`src/rtl/blkxfer_pkg.sv`:
```
package blkxfer_pkg;
  typedef enum logic [1:0] {
    SEQ_IDLE   = 2'd0,
    SEQ_XFER   = 2'd1,
    SEQ_FINISH = 2'd2
  } seq_state_e;
endpackage

```
`src/rtl/bx_prio_enc.sv`:
```
// Priority encoder over the remaining mask. LOW_FIRST picks the lowest set
// bit, otherwise the highest one.
module bx_prio_enc #(
  parameter int N         = 16,
  parameter bit LOW_FIRST = 1'b1,
  localparam int IW       = $clog2(N)
) (
  input  logic [N-1:0]  vec_i,
  output logic [IW-1:0] idx_o
);
  generate
    if (LOW_FIRST) begin : g_low
      always_comb begin
        idx_o = '0;
        for (int i = N - 1; i >= 0; i--) begin
          if (vec_i[i]) idx_o = IW'(i);
        end
      end
    end else begin : g_high
      always_comb begin
        idx_o = '0;
        for (int i = 0; i < N; i++) begin
          if (vec_i[i]) idx_o = IW'(i);
        end
      end
    end
  endgenerate
endmodule

```
`src/rtl/bx_addr_step.sv`:
```
// Address arithmetic: next running address and the aligned access address.
module bx_addr_step #(
  parameter int ADDR_W     = 32,
  parameter int STEP       = 4,
  parameter int ALIGN_BITS = 2
) (
  input  logic [ADDR_W-1:0] cur_i,
  input  logic              up_i,
  input  logic              pre_i,
  output logic [ADDR_W-1:0] nxt_o,
  output logic [ADDR_W-1:0] acc_o
);
  function automatic logic [ADDR_W-1:0] step_fn(input logic [ADDR_W-1:0] a,
                                                input logic up);
    return up ? a + ADDR_W'(STEP) : a - ADDR_W'(STEP);
  endfunction

  function automatic logic [ADDR_W-1:0] align_fn(input logic [ADDR_W-1:0] a);
    logic [ADDR_W-1:0] m;
    m = '1;
    m = m << ALIGN_BITS;
    return a & m;
  endfunction

  assign nxt_o = step_fn(cur_i, up_i);
  assign acc_o = align_fn(pre_i ? nxt_o : cur_i);
endmodule

```
`src/rtl/blkxfer_seq.sv`:
```
module blkxfer_seq
  import blkxfer_pkg::*;
#(
  parameter int ADDR_W     = 32,
  parameter int DATA_W     = 32,
  parameter int NREGS      = 16,
  parameter int STEP       = 4,
  parameter int ALIGN_BITS = 2,
  localparam int IW        = $clog2(NREGS)
) (
  input  logic              clk,
  input  logic              rst_n,
  input  logic              start_i,
  input  logic [ADDR_W-1:0] base_addr_i,
  input  logic [NREGS-1:0]  reg_list_i,
  input  logic              dir_up_i,
  input  logic              pre_idx_i,
  input  logic              is_load_i,
  input  logic              wb_en_i,
  output logic              busy_o,
  output logic              done_o,
  output logic              mem_req_o,
  output logic              mem_we_o,
  output logic [ADDR_W-1:0] mem_addr_o,
  output logic [DATA_W-1:0] mem_wdata_o,
  input  logic              mem_done_i,
  input  logic [DATA_W-1:0] mem_rdata_i,
  output logic [IW-1:0]     rf_idx_o,
  input  logic [DATA_W-1:0] rf_rdata_i,
  output logic              rf_we_o,
  output logic [DATA_W-1:0] rf_wdata_o,
  output logic              base_we_o,
  output logic [ADDR_W-1:0] base_val_o
);
  seq_state_e        state_q;
  logic [NREGS-1:0]  list_q;
  logic [ADDR_W-1:0] addr_q;
  logic              up_q, pre_q, ld_q, wb_q, some_q;

  // Named internal events
  logic              accept_start;
  logic              word_done;
  logic              last_word;
  logic [IW-1:0]     lo_idx, hi_idx, sel_idx;
  logic [NREGS-1:0]  list_left;
  logic [ADDR_W-1:0] addr_nxt, addr_acc;

  bx_prio_enc #(.N(NREGS), .LOW_FIRST(1'b1)) u_lo (.vec_i(list_q), .idx_o(lo_idx));
  bx_prio_enc #(.N(NREGS), .LOW_FIRST(1'b0)) u_hi (.vec_i(list_q), .idx_o(hi_idx));

  bx_addr_step #(.ADDR_W(ADDR_W), .STEP(STEP), .ALIGN_BITS(ALIGN_BITS)) u_step (
    .cur_i(addr_q), .up_i(up_q), .pre_i(pre_q), .nxt_o(addr_nxt), .acc_o(addr_acc)
  );

  assign sel_idx      = up_q ? lo_idx : hi_idx;
  assign list_left    = list_q & ~(NREGS'(1) << sel_idx);
  assign last_word    = (list_left == '0);
  assign accept_start = (state_q == SEQ_IDLE) && start_i;
  assign word_done    = (state_q == SEQ_XFER) && mem_done_i;

  always_ff @(posedge clk or negedge rst_n) begin
    if (!rst_n) begin
      state_q <= SEQ_IDLE;
      list_q  <= '0;
      addr_q  <= '0;
      up_q    <= 1'b0;
      pre_q   <= 1'b0;
      ld_q    <= 1'b0;
      wb_q    <= 1'b0;
      some_q  <= 1'b0;
    end else begin
      case (state_q)
        SEQ_IDLE: if (accept_start) begin
          list_q  <= reg_list_i;
          addr_q  <= base_addr_i;
          up_q    <= dir_up_i;
          pre_q   <= pre_idx_i;
          ld_q    <= is_load_i;
          wb_q    <= wb_en_i;
          some_q  <= |reg_list_i;
          state_q <= (|reg_list_i) ? SEQ_XFER : SEQ_FINISH;
        end
        SEQ_XFER: if (word_done) begin
          list_q <= list_left;
          addr_q <= addr_nxt;
          if (last_word) state_q <= SEQ_FINISH;
        end
        SEQ_FINISH: state_q <= SEQ_IDLE;
        default:    state_q <= SEQ_IDLE;
      endcase
    end
  end

  assign busy_o      = (state_q != SEQ_IDLE);
  assign done_o      = (state_q == SEQ_FINISH);
  assign mem_req_o   = (state_q == SEQ_XFER);
  assign mem_we_o    = mem_req_o && !ld_q;
  assign mem_addr_o  = mem_req_o ? addr_acc : '0;
  assign mem_wdata_o = rf_rdata_i;
  assign rf_idx_o    = sel_idx;
  assign rf_we_o     = word_done && ld_q;
  assign rf_wdata_o  = mem_rdata_i;
  assign base_we_o   = done_o && wb_q && some_q;
  assign base_val_o  = addr_q;
endmodule

```
`config.mk`:
```
export PLATFORM = sky130hd
export DESIGN_NAME = blkxfer_seq
export DESIGN_NICKNAME = d
export VERILOG_FILES = /design/src/rtl/blkxfer_pkg.sv /design/src/rtl/bx_prio_enc.sv /design/src/rtl/bx_addr_step.sv /design/src/rtl/blkxfer_seq.sv
export SDC_FILE = /design/constraint.sdc
export NUM_CORES = 1
export LEC_CHECK = 0
export BUFFER_PORTS_ARGS = -buffer_cell sky130_fd_sc_hd__clkbuf_2
export CAP_MARGIN = 20
export CORE_UTILIZATION = 35
export DETAILED_ROUTE_END_ITERATION = 16
export PLACE_DENSITY = 0.61
export SLEW_MARGIN = 0
export SYNTH_ARGS = -nofsm -noshare
export SYNTH_HDL_FRONTEND = slang
export SYNTH_HIERARCHICAL = 1
export SYNTH_SLANG_ARGS = --single-unit
```
`constraint.sdc`:
```
create_clock -name clk -period 3.8 [get_ports clk]
set_input_delay 0.76 -clock clk [delete_from_list [all_inputs] [get_ports clk]]
set_output_delay 0.76 -clock clk [all_outputs]
set_load 0.02 [all_outputs]
```
After elaboration in Yosys (flattened, before gate mapping)
Cells that the tools add are included.
{ "word_totals": {"rom_bits": 0, "regBits": 55, "ram_bits": 0, "mem_count": 0, "latchBits": 0, "input_bits": 120} }
{ "op_classes": {"n_mul": 0, "eq_ne": 5, "n_mux": 46, "div_mod_pow": 0, "shifts": 1, "bitwise": 2, "addsub": 2, "magnitude_cmp": 0, "reduce_logical": 15} }
{ "ops": {"columns": ["operator", "n"], "rows": [
  ["$mux W32", 5],
  ["$mux W4", 25],
  ["$pmux W32 S2", 1],
  ["$add A32 B3 Y32 const B", 1],
  ["$mux W16", 2],
  ["$pmux W16 S2", 1],
  ["$sub A32 B3 Y32 const B", 1],
  ["$and A16 B16 Y16", 1],
  ["$logic_not A16 Y1", 1],
  ["$not A16 Y16", 1],
  ["$reduce_or A16 Y1", 1],
  ["$shl A1 B4 Y16 const A", 1],
  ["$mux W2", 6],
  ["$mux W3", 4],
  ["$logic_and A1 B1 Y1", 6],
  ["$reduce_and A3 Y1", 2],
  ["$ne A2 B1 Y1 const B", 2],
  ["$pmux W2 S2", 1],
  ["$reduce_bool A2 Y1", 2],
  ["$eq A2 B1 Y1 const B", 1],
  ["$eq A2 B2 Y1 const B", 1],
  ["$logic_not A2 Y1", 1],
  ["$ne A2 B2 Y1 const B", 1],
  ["$reduce_and A2 Y1", 1],
  ["2 further kinds", 2]
]} }

Longest topological paths before layout
Gate-level depths: netlist of run 1.
{ "logic_depth": {"word_depth": 24, "mapped_depth": 13} }

Hierarchy
Netlist of run 1, hierarchy kept.
{ "modules_own_cells": {"columns": ["mod", "area_per_inst_um2", "cells_each", "seq_area_each_um2", "instances"], "rows": [
  ["blkxfer_seq", 3661.0, 447, 1376.3, 1],
  ["bx_addr_step", 2218.4, 311, 0.0, 1],
  ["bx_prio_enc at u_lo", 178.9, 31, 0.0, 1],
  ["bx_prio_enc at u_hi", 141.4, 25, 0.0, 1]
]} }

Worst setup path after synthesis of run 1
No wires, ideal clock.
{ "synth_timing": {"path_kind": "register to output", "start": "reg up_q", "end": "out mem_addr_o[29]", "stages_incl_launch_ff": 13, "required_ns": 3.040, "path_buffers": 2, "t_arrival_ns": 3.120, "setup_slack_ns": -0.080, "path_cell_list": "dfrtp_1 -> clkbuf_1 -> inv_1 -> ha_1 -> buf_6 -> a21oi_2 -> o21bai_1 -> a21o_1 -> a2111oi_2 -> o31ai_1 -> o21a_1 -> o31ai_1 -> and2_1"} }
{ "synth_between": {"elab_chain_cells": 3} }
{ "synth_rtl": {"columns": ["item", "line_no", "source"], "rows": [
  ["from (decl)", "blkxfer_seq.sv:38", "logic up_q, pre_q, ld_q, wb_q, some_q;"],
  ["from (signal assigned)", "blkxfer_seq.sv:76", "up_q <= dir_up_i;"],
  ["$mux W32", "bx_addr_step.sv:15", "return up ? a + ADDR_W'(STEP) : a - ADDR_W'(STEP);"],
  ["$mux W32", "bx_addr_step.sv:26", "assign acc_o = align_fn(pre_i ? nxt_o : cur_i);"],
  ["named net addr_acc[29]", "blkxfer_seq.sv:46", "logic [ADDR_W-1:0] addr_nxt, addr_acc;"],
  ["$mux W32", "blkxfer_seq.sv:98", "assign mem_addr_o = mem_req_o ? addr_acc : '0;"],
  ["to (decl)", "blkxfer_seq.sv:24", "output logic [ADDR_W-1:0] mem_addr_o,"]
]} }
The timed path passes the listed nets, and every way through them passes these cells.

Worst setup path after layout of run 1
{ "layout_timing": {"start": "reg up_q", "end": "out mem_addr_o[28]"} }
The elaborated chain is that of the path after synthesis.

==> results of run 1 <==
## layout make-up
cell class | count | area [um2]
Clock buffer | 6 | 139
Clock inverter | 2 | 16.3
Tap cell | 225 | 282
Fill cell | 1788 | 10000
Timing Repair Buffer | 170 | 1020
Inverter | 21 | 82.6
Multi-Input combinational cell | 627 | 4370
Sequential cell | 55 | 1380
## per-stage QoR
step / worst slack (ps) / TNS (ps) / std cells / utilization
5_1_grt: -186 / -1740 / 1106 / 0.422
4_1_cts: -49.5 / -137 / 1098 / 0.404
6_report: -74.9 / -189 / 1106 / 0.422
2_1_floorplan: -47.1 / -85.5 / 815 / -
3_3_place_gp: 175 / 0 / 1084 / 0.384
3_5_place_dp: 165 / 0 / 1084 / 0.384
## per-layer routing
layer	global-route usage	up-vias
met1	0.251	2891
li1	-	2983
met4	0.0649	0
met2	0.359	190
met3	0.0312	18
met5	0	-
## worst min-delay path by stage
stage | cells after the start | from | endpoint | slack, ps
floorplan | 0 | rst_n | base_val_o[0] | 460
global placement | 2 | some_q | some_q | 480
detailed placement | 1 | wb_q | wb_q | 490
CTS | 1 | rst_n | base_val_o[15] | 510
global route | 1 | rst_n | base_val_o[15] | 540
finish | 1 | rst_n | base_val_o[15] | 490
## flip-flops by register name, indices dropped and copies added, names as in the netlist
signal and flops:
base_val_o 32, ld_q 1, list_q 16, pre_q 1, some_q 1, state_q 2
up_q 1, wb_q 1
## critical path, cell delays in order (launching register included)
cell and delay, ps:
dfrtp_1 390, clkinvlp_4 160, buf_12 190, ha_4 280, buf_4 140, and3_4 180, and3_1 160, o21ai_2 100
nor3_2 200, nor3_2 60, buf_4 150, o2111a_1 240, a221o_1 250, and2_1 140, clkbuf_2 150
## logic make-up after synthesis
| group | after synthesis | share of synthesized area |
|---|---|---|
| AOI/OAI and AO/OA | 214 | 0.237 |
| and+or+nand+nor | 325 | 0.260 |
| other | 1 | 0.000605 |
| muxes | 29 | 0.0531 |
| adders and majority gates | 29 | 0.0597 |
| DFF | 55 | 0.222 |
| buffers and inverters | 133 | 0.129 |
| xor gates and xnor gates | 28 | 0.0396 |
## cell usage after synthesis (all sizes together) (21+ instances only)
master  count
a21oi      42
a31oi      42
and2       33
buf        94
dfrtp      55
ha         28
inv        21
mux2       28
nand2     116
nor2       78
nor3       22
o21ai      36
## repair_timing
item,4_1_cts,5_1_grt
gates cloned,0,1
endpoints found under the setup margin,15,16
pin swaps,7,11
gates resized for setup,23,52
setup buffers,6,7
==> flow_metrics.py, run 1 <==
metrics = {
    "critical_path": {
        "worstSetupStartpointType": "flip-flop",
        "worst_setup_path_end_kind": "primary output",
        "ff2ff_path_depth": 9,
        "worstPathArrival_ps": 3110,
        "cp-endpoint": "mem_addr_o[28]",
        "critPathKind": "flip-flop to primary output",
        "cp-startpoint": "up_q",
        "critPathMaxFanout": 14,
        "r2r_end": "state_q[0]",
        "regToRegSetupSlack_ps": 640,
        "r2r_start": "list_q[11]",
        "cp_data_required_time_ps": 3040,
    },
    "sta": {
        "holdWs_ps": 486,
        "worst_slew_pin_slew_ps": 832,
        "max_freq_ghz": 0.258,
        "finalCritPeriodShare": 1.02,
        "setup_ws_ps": -74.9,
        "slew_viol_final": 0,
        "rsz0062_at_grt": "true",
        "clock_skew_ps": 5.24,
        "maxSlewHeadroom": 0.443,
        "timing.final.setup_violations": 6,
        "hold_viol": 0,
        "min_period_ps": 3870,
    },
    "cells_and_area": {
        "fin_nets": 1029,
        "n_antenna_cell": 0,
        "design_area_um2": 7290,
        "area_growth_pct": 17.6,
        "final_cell_mix": "clkbuf_2, nand2_1, nor2_1",
        "layout_commonest_cell": "clkbuf_2",
        "layout-drive-gt1-share": 0.322,
    },
    "run": {
        "maxCapViolations": 0,
    },
    "cts": {
        "cts_tree": "done",
        "cts_made_buffers": 5,
        "clkTransAtPathRegs_ps": 80,
        "htreeDepth": 2,
        "root_buffer": "clkbuf_16",
        "insertion_delay_ps": 310,
        "ctsHoldBuffers": 0,
        "ctsLongestPathBuffers": 2,
        "clkSinkCount": 55,
    },
    "routing": {
        "met1_length_um": 8180,
        "routed.top_layer": "met4",
        "route.met2.wl_um": 9350,
        "totalWireLength_um": 18800,
        "drc": 0,
        "drt_iter0_drc": 465,
        "ant_nets": 0,
        "firstDrtPassIters": 5,
        "vias": 6082,
        "viasPerCell": 5.50,
        "wire_per_inst_um": 17.0,
        "routed-wl-met3_um": 929,
    },
    "yosys": {
        "netlist_top_cells_area": "dfrtp_1, buf_4, nand2_1",
        "synth-warning-count": 6,
        "synth_edf_count": 0,
        "synth_top_area_cell": "dfrtp_1",
        "synthCells": 814,
        "yosysSeqAreaShare": 0.222,
        "syn_avg_cell_area_um2": 7.62,
        "netlist_area_um2": 6200,
        "ys_ff_latch": 55,
        "synth_top_area_frac": 0.222,
        "synthFlopType": "dfrtp_1",
        "yosys.cell_types.count": 80,
        "async_flop_share": 1.00,
    },
    "global_route": {
        "grt_pass1_wl_um": 29500,
        "antenna_found_initial": 0,
        "grt_max_degree": 80,
        "grt_pass1_vias": 5745,
        "grtUsageTotal": 0.203,
        "grt_overflow_total": 0,
    },
    "run_status": {
        "failed_checks": "negative setup slack",
        "status": "finished with violations",
    },
    "floorplanning": {
        "die_h_um": 135,
        "io_pins": 258,
        "core_um2": 17300,
        "fp-row-count": 48,
        "die_area_um2": 18200,
        "fp.dieW_um": 135,
        "start_util": 0.358,
    },
    "placement": {
        "post_dp_cell_area_um2": 6650,
        "place.gp.congestion": 0.910,
        "dp_hpwl_um": 13700,
        "port_buffers": 127,
    },
    "min_path": {
        "hold_path.class": "primary input to async pin",
    },
}
Power of run 1 is not shown: default switching activity piles up to over one toggle a cycle in this logic, so the estimate is an artifact.
==> run 2, diff against run 1 <==
Settings changed: RECOVER_POWER from default to 25.
==> flow_metrics.py, run 2 (same netlist as run 1, synthesis figures left out) <==
metrics = {
    "run_status": {
        "status": "finished with violations",
        "failed_checks": "max-capacitance violations, max-slew violations, negative setup slack",
    },
    "routing": {
        "vias": 6094,
        "viasPerCell": 5.51,
        "ant_nets": 0,
        "totalWireLength_um": 18800,
        "firstDrtPassIters": 5,
        "drt_iter0_drc": 452,
        "drc": 0,
        "wire_per_inst_um": 17.0,
    },
    "cts": {
        "ctsLongestPathBuffers": 2,
        "cts_tree": "done",
        "insertion_delay_ps": 310,
        "cts_made_buffers": 5,
        "htreeDepth": 2,
        "clkSinkCount": 55,
        "root_buffer": "clkbuf_16",
        "ctsHoldBuffers": 0,
        "clkTransAtPathRegs_ps": 80,
    },
    "sta": {
        "worst_slew_pin_slew_ps": 1510,
        "setup_ws_ps": -75.8,
        "maxSlewHeadroom": -0.00909,
        "finalCritPeriodShare": 1.02,
        "clock_skew_ps": 5.14,
        "hold_viol": 0,
        "timing.final.setup_violations": 6,
        "slew_viol_final": 27,
        "rsz0062_at_grt": "true",
        "max_freq_ghz": 0.258,
        "min_period_ps": 3880,
    },
    "critical_path": {
        "critPathMaxFanout": 14,
        "cp_data_required_time_ps": 3040,
        "worst_setup_path_end_kind": "primary output",
        "worstPathArrival_ps": 3120,
        "worstSetupStartpointType": "flip-flop",
        "critPathKind": "flip-flop to primary output",
    },
    "placement": {
        "post_dp_cell_area_um2": 6650,
        "port_buffers": 127,
        "dp_hpwl_um": 13700,
        "place.gp.congestion": 0.910,
    },
    "cells_and_area": {
        "layout-drive-gt1-share": 0.319,
        "area_growth_pct": 17.5,
        "n_antenna_cell": 0,
        "fin_nets": 1029,
        "largest_reg_flops": 32,
        "num-fill-cells": 1787,
        "multi_input_area_um2": 4370,
        "final_cell_mix": "clkbuf_2, nand2_1, nor2_1",
        "layout_commonest_cell": "clkbuf_2",
        "seq_area_um2": 1380,
        "design_area_um2": 7280,
    },
    "run": {
        "maxCapViolations": 1,
    },
    "floorplanning": {
        "fp-row-count": 48,
        "start_util": 0.358,
        "die_h_um": 135,
        "core_um2": 17300,
        "fp.dieW_um": 135,
        "die_area_um2": 18200,
        "io_pins": 258,
    },
    "min_path": {
        "hold_path.class": "flip-flop to flip-flop",
    },
    "global_route": {
        "grt_overflow_total": 0,
        "grt_pass1_vias": 5745,
        "antenna_found_initial": 0,
        "grt_max_degree": 80,
        "grt_pass1_wl_um": 29500,
        "grtUsageTotal": 0.203,
    },
}
## run 2: cell count changes in the layout (fill, tap and decap cells not counted)
| cell | change |
|---|---|
| clkbuf_1 | +3 |
| buf_4 | -2 |
| clkbuf_2 | -1 |
## run 2: critical path: stages, from the launching register on
cell and delay, ps:
dfrtp_1 390, clkinvlp_4 160, buf_12 190, ha_4 280, buf_4 140, and3_4 180, and3_1 160, o21ai_2 100
nor3_2 200, nor3_2 60, buf_4 150, o2111a_1 240, a221o_1 250, and2_1 140, clkbuf_2 150
## run 2: per-stage QoR
step	setup slack (ps)	std cells	util	setup TNS, ps	hold WS, ps
floorplan	-47.1	815	-	-85.5	458
global placement	175	1084	0.384	0	483
detailed placement	165	1084	0.384	0	492
CTS	-49.5	1098	0.404	-137	511
global route	-186	1106	0.421	-1740	535
finish	-75.8	1106	0.421	-196	507
## run 2: path summary, 6_finish.rpt
kind                             endpoint  startpoint  depth (start not counted)  slack (ps)
min reg2reg                          wb_q        wb_q                          1         510
min                                  wb_q        wb_q                          1         510
min in group asynchronous  base_val_o[15]       rst_n                          1         800
max reg2reg                    state_q[0]   list_q[5]                          9         640
max                        mem_addr_o[28]        up_q                         14         -80
max in group asynchronous   base_val_o[2]       rst_n                          2        1360
## run 2: final cells by class
class                      count  share of cell area
clock inverter                 2             0.00223
sequential                    55               0.189
multi-input combinational    627               0.600
inverter                      21              0.0113
timing repair buffer         170               0.139
tap                          225              0.0386
clock buffer                   6              0.0191
## run 2: timing repair
action | 4_1_cts | 5_1_grt
resized for setup | 23 | 52
buffers inserted | 6 | 7
pin swaps | 7 | 11
cloned | 0 | 1
endpoints found under the setup margin | 15 | 16
## run 2: routing by layer
metal	up-vias	global-route usage	wire length (um)
met5	-	0	0
met4	0	0.0649	287
met3	18	0.0312	869
met2	180	0.359	9380
met1	2915	0.251	8230
li1	2981	-	-
Power of run 2 is left out for the same reason.
